$ cat src/rtl/e2m1_pkg.sv
package e2m1_pkg;

  typedef enum logic [1:0] {
    CLS_NORM = 2'd0,
    CLS_TINY = 2'd1,
    CLS_INF  = 2'd2,
    CLS_NAN  = 2'd3
  } cls_e;

  typedef struct packed {
    logic       sign;
    logic [2:0] mag;
  } e2m1_t;

  localparam logic [2:0] MAG_ZERO = 3'd0;
  localparam logic [2:0] MAG_MAX  = 3'd7;

  // round-to-nearest-even increment from kept lsb, round bit and sticky
  function automatic logic rne_up(input logic lsb, input logic rnd, input logic stk);
    return rnd & (stk | lsb);
  endfunction

endpackage

$ cat src/rtl/e2m1_unpack.sv
module e2m1_unpack
  import e2m1_pkg::*;
#(
  parameter int EXP_W = 8,
  parameter int MAN_W = 23,
  localparam int W    = 1 + EXP_W + MAN_W,
  localparam int BIAS = (1 << (EXP_W - 1)) - 1
) (
  input  logic [W-1:0]           data_i,
  output logic                   sign_o,
  output cls_e                   cls_o,
  output logic signed [EXP_W:0]  uexp_o,
  output logic [MAN_W-1:0]       man_o
);

  localparam logic signed [EXP_W:0] BIAS_S = BIAS[EXP_W:0];

  logic [EXP_W-1:0] exp_f;
  logic             exp_ones;
  logic             exp_zero;
  logic             man_nz;

  assign sign_o   = data_i[W-1];
  assign exp_f    = data_i[W-2 -: EXP_W];
  assign man_o    = data_i[MAN_W-1:0];
  assign exp_ones = &exp_f;
  assign exp_zero = ~|exp_f;
  assign man_nz   = |man_o;
  assign uexp_o   = $signed({1'b0, exp_f}) - BIAS_S;

  always_comb begin
    if (exp_ones) cls_o = man_nz ? CLS_NAN : CLS_INF;
    else if (exp_zero) cls_o = CLS_TINY;  // source zero/subnormal is far below 0.25
    else cls_o = CLS_NORM;
  end

endmodule

$ cat src/rtl/e2m1_round.sv
module e2m1_round
  import e2m1_pkg::*;
#(
  parameter int EXP_W = 8,
  parameter int MAN_W = 23
) (
  input  cls_e                   cls_i,
  input  logic signed [EXP_W:0]  uexp_i,
  input  logic [MAN_W-1:0]       man_i,
  output logic [2:0]             mag_o
);

  localparam logic signed [EXP_W:0] E_SAT   = 3;   // 8.0 and above
  localparam logic signed [EXP_W:0] E_NRM   = 0;   // lowest normal band [1,2)
  localparam logic signed [EXP_W:0] E_HALF  = -1;  // [0.5,1)
  localparam logic signed [EXP_W:0] E_QUART = -2;  // [0.25,0.5)

  logic m_hi, m_rnd, m_stk;

  assign m_hi  = man_i[MAN_W-1];
  assign m_rnd = man_i[MAN_W-2];

  generate
    if (MAN_W > 2) begin : g_stk
      assign m_stk = |man_i[MAN_W-3:0];
    end else begin : g_no_stk
      assign m_stk = 1'b0;
    end
  endgenerate

  // normal branch: keep one mantissa bit, carry may move into next band
  logic       nrm_up;
  logic [1:0] nrm_ef;
  logic [3:0] nrm_sum;
  logic [2:0] nrm_mag;

  assign nrm_up  = rne_up(m_hi, m_rnd, m_stk);
  assign nrm_ef  = uexp_i[1:0] + 2'd1;
  assign nrm_sum = {1'b0, nrm_ef, m_hi} + {3'b000, nrm_up};
  assign nrm_mag = nrm_sum[3] ? MAG_MAX : nrm_sum[2:0];

  // subnormal branch: align significand to the 0.5 step, same RNE
  logic       sub_keep, sub_rnd, sub_stk, sub_up;
  logic [1:0] sub_sum;
  logic [2:0] sub_mag;

  always_comb begin
    if (uexp_i == E_HALF) begin
      sub_keep = 1'b1;
      sub_rnd  = m_hi;
      sub_stk  = m_rnd | m_stk;
    end else begin
      sub_keep = 1'b0;
      sub_rnd  = 1'b1;
      sub_stk  = m_hi | m_rnd | m_stk;
    end
  end

  assign sub_up  = rne_up(sub_keep, sub_rnd, sub_stk);
  assign sub_sum = {1'b0, sub_keep} + {1'b0, sub_up};
  assign sub_mag = {1'b0, sub_sum};  // 2 lands on code 010 = 1.0

  always_comb begin
    unique case (cls_i)
      CLS_NAN:  mag_o = MAG_ZERO;
      CLS_INF:  mag_o = MAG_MAX;
      CLS_TINY: mag_o = MAG_ZERO;
      default: begin
        if (uexp_i >= E_SAT)        mag_o = MAG_MAX;
        else if (uexp_i >= E_NRM)   mag_o = nrm_mag;
        else if (uexp_i >= E_QUART) mag_o = sub_mag;
        else                        mag_o = MAG_ZERO;
      end
    endcase
  end

endmodule

$ cat src/rtl/e2m1_encoder.sv
module e2m1_encoder
  import e2m1_pkg::*;
#(
  parameter int EXP_W = 8,
  parameter int MAN_W = 23,
  localparam int W    = 1 + EXP_W + MAN_W
) (
  input  logic         clk_i,
  input  logic         rst_ni,
  input  logic         valid_i,
  input  logic [W-1:0] data_i,
  output logic         valid_o,
  output logic [3:0]   code_o
);

  logic                  in_sign;
  cls_e                  in_cls;
  logic signed [EXP_W:0] in_uexp;
  logic [MAN_W-1:0]      in_man;
  logic [2:0]            rnd_mag;
  e2m1_t                 res;

  e2m1_unpack #(.EXP_W(EXP_W), .MAN_W(MAN_W)) u_unpack (
    .data_i (data_i),
    .sign_o (in_sign),
    .cls_o  (in_cls),
    .uexp_o (in_uexp),
    .man_o  (in_man)
  );

  e2m1_round #(.EXP_W(EXP_W), .MAN_W(MAN_W)) u_round (
    .cls_i  (in_cls),
    .uexp_i (in_uexp),
    .man_i  (in_man),
    .mag_o  (rnd_mag)
  );

  assign res.sign = (in_cls == CLS_NAN) ? 1'b0 : in_sign;
  assign res.mag  = rnd_mag;

  always_ff @(posedge clk_i or negedge rst_ni) begin
    if (!rst_ni) begin
      valid_o <= 1'b0;
      code_o  <= 4'b0000;
    end else begin
      valid_o <= valid_i;
      if (valid_i) code_o <= res;
    end
  end

endmodule

$ cat config.mk
export PLATFORM = sky130hd
export DESIGN_NAME = e2m1_encoder
export DESIGN_NICKNAME = d
export VERILOG_FILES = /design/src/rtl/e2m1_pkg.sv /design/src/rtl/e2m1_unpack.sv /design/src/rtl/e2m1_round.sv /design/src/rtl/e2m1_encoder.sv
export SDC_FILE = /design/constraint.sdc
export NUM_CORES = 1
export LEC_CHECK = 0
export ABC_AREA = 1
export BUFFER_PORTS_ARGS = -buffer_cell sky130_fd_sc_hd__buf_2
export CORE_MARGIN = 5
export CORE_UTILIZATION = 47
export DETAILED_ROUTE_END_ITERATION = 10
export GPL_ROUTABILITY_DRIVEN = 0
export PLACE_DENSITY = 0.81
export SETUP_SLACK_MARGIN = 0.2
export SLEW_MARGIN = 30
export SYNTH_ARGS = -nofsm -noshare
export SYNTH_HDL_FRONTEND = slang
export SYNTH_SLANG_ARGS = --single-unit
$ cat constraint.sdc
create_clock -name clk_i -period 1.1 [get_ports clk_i]
set_input_delay 0.11 -clock clk_i [delete_from_list [all_inputs] [get_ports clk_i]]
set_output_delay 0.11 -clock clk_i [all_outputs]
set_load 0.05 [all_outputs]
After elaboration in Yosys (flattened, before gate mapping)
Cells that the tools add are included.

cells by class
  add/subtract/negate cells = 4
  order comparisons = 3
  eq/ne operators = 4
  bitwise logic cells = 7
  reductions and logical operators = 5
  mux-type cells = 12

operators by type and width
  kind                                                                    count
  23-bit OR reduction                                                     1
  21-bit OR reduction                                                     1
  9-bit by 1-bit == test with 1-bit output (second input constant)        1
  9-bit by 1-bit >= comparator with 1-bit output (second input constant)  1
  9-bit by 2-bit >= comparator with 1-bit output (second input constant)  1
  9-bit by 3-bit >= comparator with 1-bit output (second input constant)  1
  3-bit two-way mux                                                       3
  8-bit by 7-bit subtractor with 9-bit output (second input constant)     1
  8-bit AND reduction                                                     1
  8-bit OR reduction                                                      1
  1-bit two-way mux                                                       6
  3-bit one-hot mux with 2 select lines                                   1
  1-bit bitwise OR                                                        5
  3-bit by 1-bit adder with 4-bit output                                  1
  2-bit == test (second input constant)                                   2
  2-bit two-way mux                                                       2
  1-bit by 1-bit adder with 2-bit output                                  1
  2-bit by 1-bit adder with 2-bit output (second input constant)          1
  1-bit bitwise AND                                                       2
  2-bit by 1-bit == test with 1-bit output (second input constant)        1
  2-bit OR reduction                                                      1

word-level totals
  logic and storage cells = 37
  output and inout port bits = 5
  input port bits = 35
  register bits = 5

Logic depth before layout (Yosys ltp)
  word-level depth = 10
  mapped depth = 13
  mapped depth without buffers = 13

Hierarchy
From an unflattened synthesis, not the netlist that was laid out.

unflattened totals
  cells, all modules = 166
  area, all modules = 1021.0 um2

modules (own cells, without submodules)
  module        times used  cells an instance  area each (um2)  seq. area each (um2)
  e2m1_unpack   1           77                 462.9            0.0
  e2m1_round    1           68                 372.9            0.0
  e2m1_encoder  1           21                 185.2            125.1

Worst setup path before layout
Ideal clock, no wire load.

  kind = input-to-reg
  from = input port data_i[23]
  to = register code_o[1]
  stages on the path = 12
  library setup time = 0.130 ns
  arrival time = 1.247 ns
  path slack = -0.277 ns
  required time = 0.970 ns
  path buffers = 0
  cell sequence = inv_1 ha_1 a21oi_1 nand2_1 nor2_1 nand3_1 nor2_1 nand2_1 nand2_1 nand2_1 nand2_1 a21oi_1

on the way
  cells in the longest elaborated chain, start to end = 10
  elaborated cells between the ends (all ways) = 26
  those cells by class = add/sub: 4; order compare: 3; eq/ne: 4; mux: 10; bitwise: 2; reduce/logical: 3

RTL lines
  element                                      line                RTL
  start, declared                              e2m1_encoder.sv:11  input logic [W-1:0] data_i,
  8-bit by 7-bit subtractor with 9-bit output  e2m1_unpack.sv:29   assign uexp_o = $signed({1'b0, exp_f}) - BIAS_S;
  9-bit by 1-bit == test with 1-bit output     e2m1_round.sv:48    if (uexp_i == E_HALF) begin
  1-bit two-way mux                            e2m1_round.sv:48
  1-bit bitwise OR                             e2m1_pkg.sv:20      return rnd & (stk | lsb);
  1-bit bitwise AND                            e2m1_pkg.sv:20
  1-bit by 1-bit adder with 2-bit output       e2m1_round.sv:60    assign sub_sum = {1'b0, sub_keep} + {1'b0, sub_up};
  2-bit two-way mux                            e2m1_round.sv:71    else if (uexp_i >= E_QUART) mag_o = sub_mag;
  3-bit two-way mux                            e2m1_round.sv:70    else if (uexp_i >= E_NRM) mag_o = nrm_mag;
  3-bit two-way mux                            e2m1_round.sv:69    if (uexp_i >= E_SAT) mag_o = MAG_MAX;
  3-bit one-hot mux with 2 select lines (*)    e2m1_round.sv:64    unique case (cls_i)
  end signal, assigned                         e2m1_encoder.sv:47  if (valid_i) code_o <= res;
  end, declared                                e2m1_encoder.sv:13  output logic [3:0] code_o

Every way passes the cells marked *; elsewhere a longest branch is shown, timed or not.
A chain may end at the register's enable or synchronous reset.

Worst setup path after layout
Ends and elaborated chain as after synthesis.

==> impl_results.md <==
- Run status: finished, violations left
- Failing checks: setup timing
- Pin slew with the least headroom to its limit: a little over 300 ps
- Dpl cell area: 1140 sq um
- Worst hold path class: in2reg
- CP max-delay cell: ha_4
- DRC viols: 0
- Hold Vio Cnt, Final: 0
- Worst Path Max Fanout: 4
- Most common cell in the synthesized netlist: nand2_1
- Crit path capture type: flip-flop
- Critical Path AT: 1400 ps
- Die height: 49.2 um
- Flops & latches, synth: 5
- Final instance area: ~1300 sq um
- Post-synth top area cell: dfrtp_1
- Worst Hold Slack: just over 60 ps
- Core area: 1490 sq um
- Synth warn: 0
- Max_cap viols: 0
- Largest net degree at the start of global routing: 7
- Number of synthesized flops with an enable pin: 0
- Drt wl/cell: 10.8 um
- Netlist cell types: 18
- Area growth syn-to-layout: 75.6%
- Nature of the critical path startpoint: input pin
- Syn Inst Count: 129
- Initial antenna violation count: 0
- CP Class: in2reg
- Clk_skew: 0 ps
- Die X: 49.2 um
- Vias in the first global route: 984
- Layout cell share with drive strength beyond 1: 46.4%
- VDD IR-drop max: 453 uV
- GRT busiest layer: met2
- Worst Path Required: 1220 ps
- IO buf count: 39
- Fraction of registers with async set/reset: 100%
- Fillers: 101
- Met2 Use GR: a little over a third
- Max Clock Freq: around 780 MHz
- CP dominant cell by count: nand2_1
- Leakage: 0.000696 uW
- Inserted Clock Buffers: 3
- Clk root buf: clkbuf_4
- R2r setup slk: roughly 300 ps
- CTS sink cnt: 5
- M3 GR Usage: under 10%
- Die ar.: 2420 sq um
- Max-slew violations: 0
- CP cell instances: buf_8, clkinvlp_4, ha_4, a21oi_2, nand2_1, nor2_1, nand3_1, nor2_2, nand2_1, nand2_1, nand2_1, nand2_1, a21oi_1
- Yosys top cell area share: between 15 and 20%
- Top post-synthesis cells by count: 33 x nand2_1, 31 x nor2_1, 17 x inv_1
- Htree depth: 1
- Final setup vio count: 3
- # IOs: 40
- CTS tree: yes
- Initial Util: 48.6%
- Initial DRC Count: 18
- Finished Layout Cells: 212
- Dpl ws: -475 ps
- DRT Pass-1 Iters: 4
- DRT antenna net count: 0
- Sequential area share after synthesis: 17.3%
- Setup ws final: -182 ps
- Vias per inst: 4.81
- Power per standard cell area: 679 nW/um^2
- Nets: around 240
- Critical path's largest stage delay: ~260 ps
- Global route overflow: 0
- Clk Latency, worst-skew pair: between 200 and 250 ps
- Slew headroom: 79.3%
- N_diodes: 0
- Clk pin slew, worst setup/hold paths: roughly 50 ps
- Synth Flop Type: dfrtp_1
- Fin crit period: 1280 ps
- Final Cycle Share: 117%
- Mapped Nets: 169
- RSZ-0062 raised after global routing: yes
- GR Util met1: between 10% and 20%
- Dpl cells: 203
- DRT Wirelength: 2.29 mm
- Row count: 14
- DR vias: a little over 1000
- Clock buffer depth: 2
- Post-DP HPWL: 1.88 mm
- Top cells by area, synth: dfrtp_1 17%, nand2_1 17%, nor2_1 16%, nand3_1 9.0%, inv_1 8.8%
- First-pass GRT wire length: 3.58 mm
- Syn Area/Cell: about 5.6 sq um
- GRT Util Overall: 17.7%
- Synth Cell Area: just over 700 sq um
==> worst paths after layout <==
check / start / endpoint / cells after the start
min in group asynchronous: rst_ni / code_o[2] / 2
worst min-delay path: valid_i / valid_o / 1
max in group asynchronous: rst_ni / code_o[3] / 2
worst min register to register: code_o[0] / code_o[0] / 2
worst max-delay path: data_i[23] / code_o[1] / 13
worst max register to register: code_o[2] / code_o[2] / 3
==> placed cells by master (no fill, tap or decap), types with 3 or more instances in the layout <==
cell       n
buf_6      5
inv_1     14
buf_4     23
nand2_2    5
ha_1       3
nor2_2     7
a21oi_1    5
nand3_1   12
nand2_1   31
buf_2     32
clkbuf_4   3
nor2_1    26
dfrtp_1    5
==> state kept, by name, summed over array words and instances (netlist names) <==
register / count
code_o: 4
valid_o: 1
==> stage by stage <==
step	utilization (%)	setup TNS [ps]	power, uW
floorplan	-	-464	415
global placement	76.5	-1320	579
detailed placement	76.5	-1620	592
CTS	81.8	-508	833
global route	85.3	-755	938
finish	85.3	-519	862
==> where the power goes <==
part           total (uW)  switching, uW  internal [uW]
registers             212           11.6            200
logic                 442            229            213
clock network         208           76.9            132
==> kinds of logic (layout without fill, tap and decap cells) <==
logic type / count (synthesis) / in the layout / share of synthesized area, %
AOI/OAI and AO/OA: 12 / 12 / 10.0
buffers and inverters: 17 / 84 / 8.82
adders and majority gates: 5 / 5 / 8.65
xor gates and xnor gates: 1 / 1 / 1.21
and+or+nand+nor: 89 / 89 / 54.0
DFF: 5 / 5 / 17.3
==> area by class of cell <==
type	instances	area (sq um)	share of cell area, %
multi-input cells	107	593	46.7
repair buffers	63	434	34.2
flip-flops and latches	5	125	9.85
inverters	17	70.1	5.52
clock buffers	3	22.5	1.77
well taps	16	20.0	1.58
clock inverters	1	5.00	0.394
==> routing by layer <==
metal / wire length (um) / part of all wire (%)
met2: 1300 / 57
met1: 907 / 40
met4: 21 / 0.92
met5: 0 / 0
met3: 60 / 2.6
==> worst max-delay path, delay by kind of cell <==
family | cells | cell delay [ps]
simple gates | 8 | 630
fa+ha+maj | 1 | 260
buf+inv | 2 | 220
compound gates | 2 | 190
==> what timing repair did <==
action | CTS | global route
endpoints found under the hold margin | 5 | 0
endpoints found under the setup margin | 9 | 9
gates resized for setup | 14 | 7
hold buffers | 1 | 0
setup buffers | 0 | 4
pin swaps | 2 | 6
No activity file was read; power rests on OpenSTA's default activity.
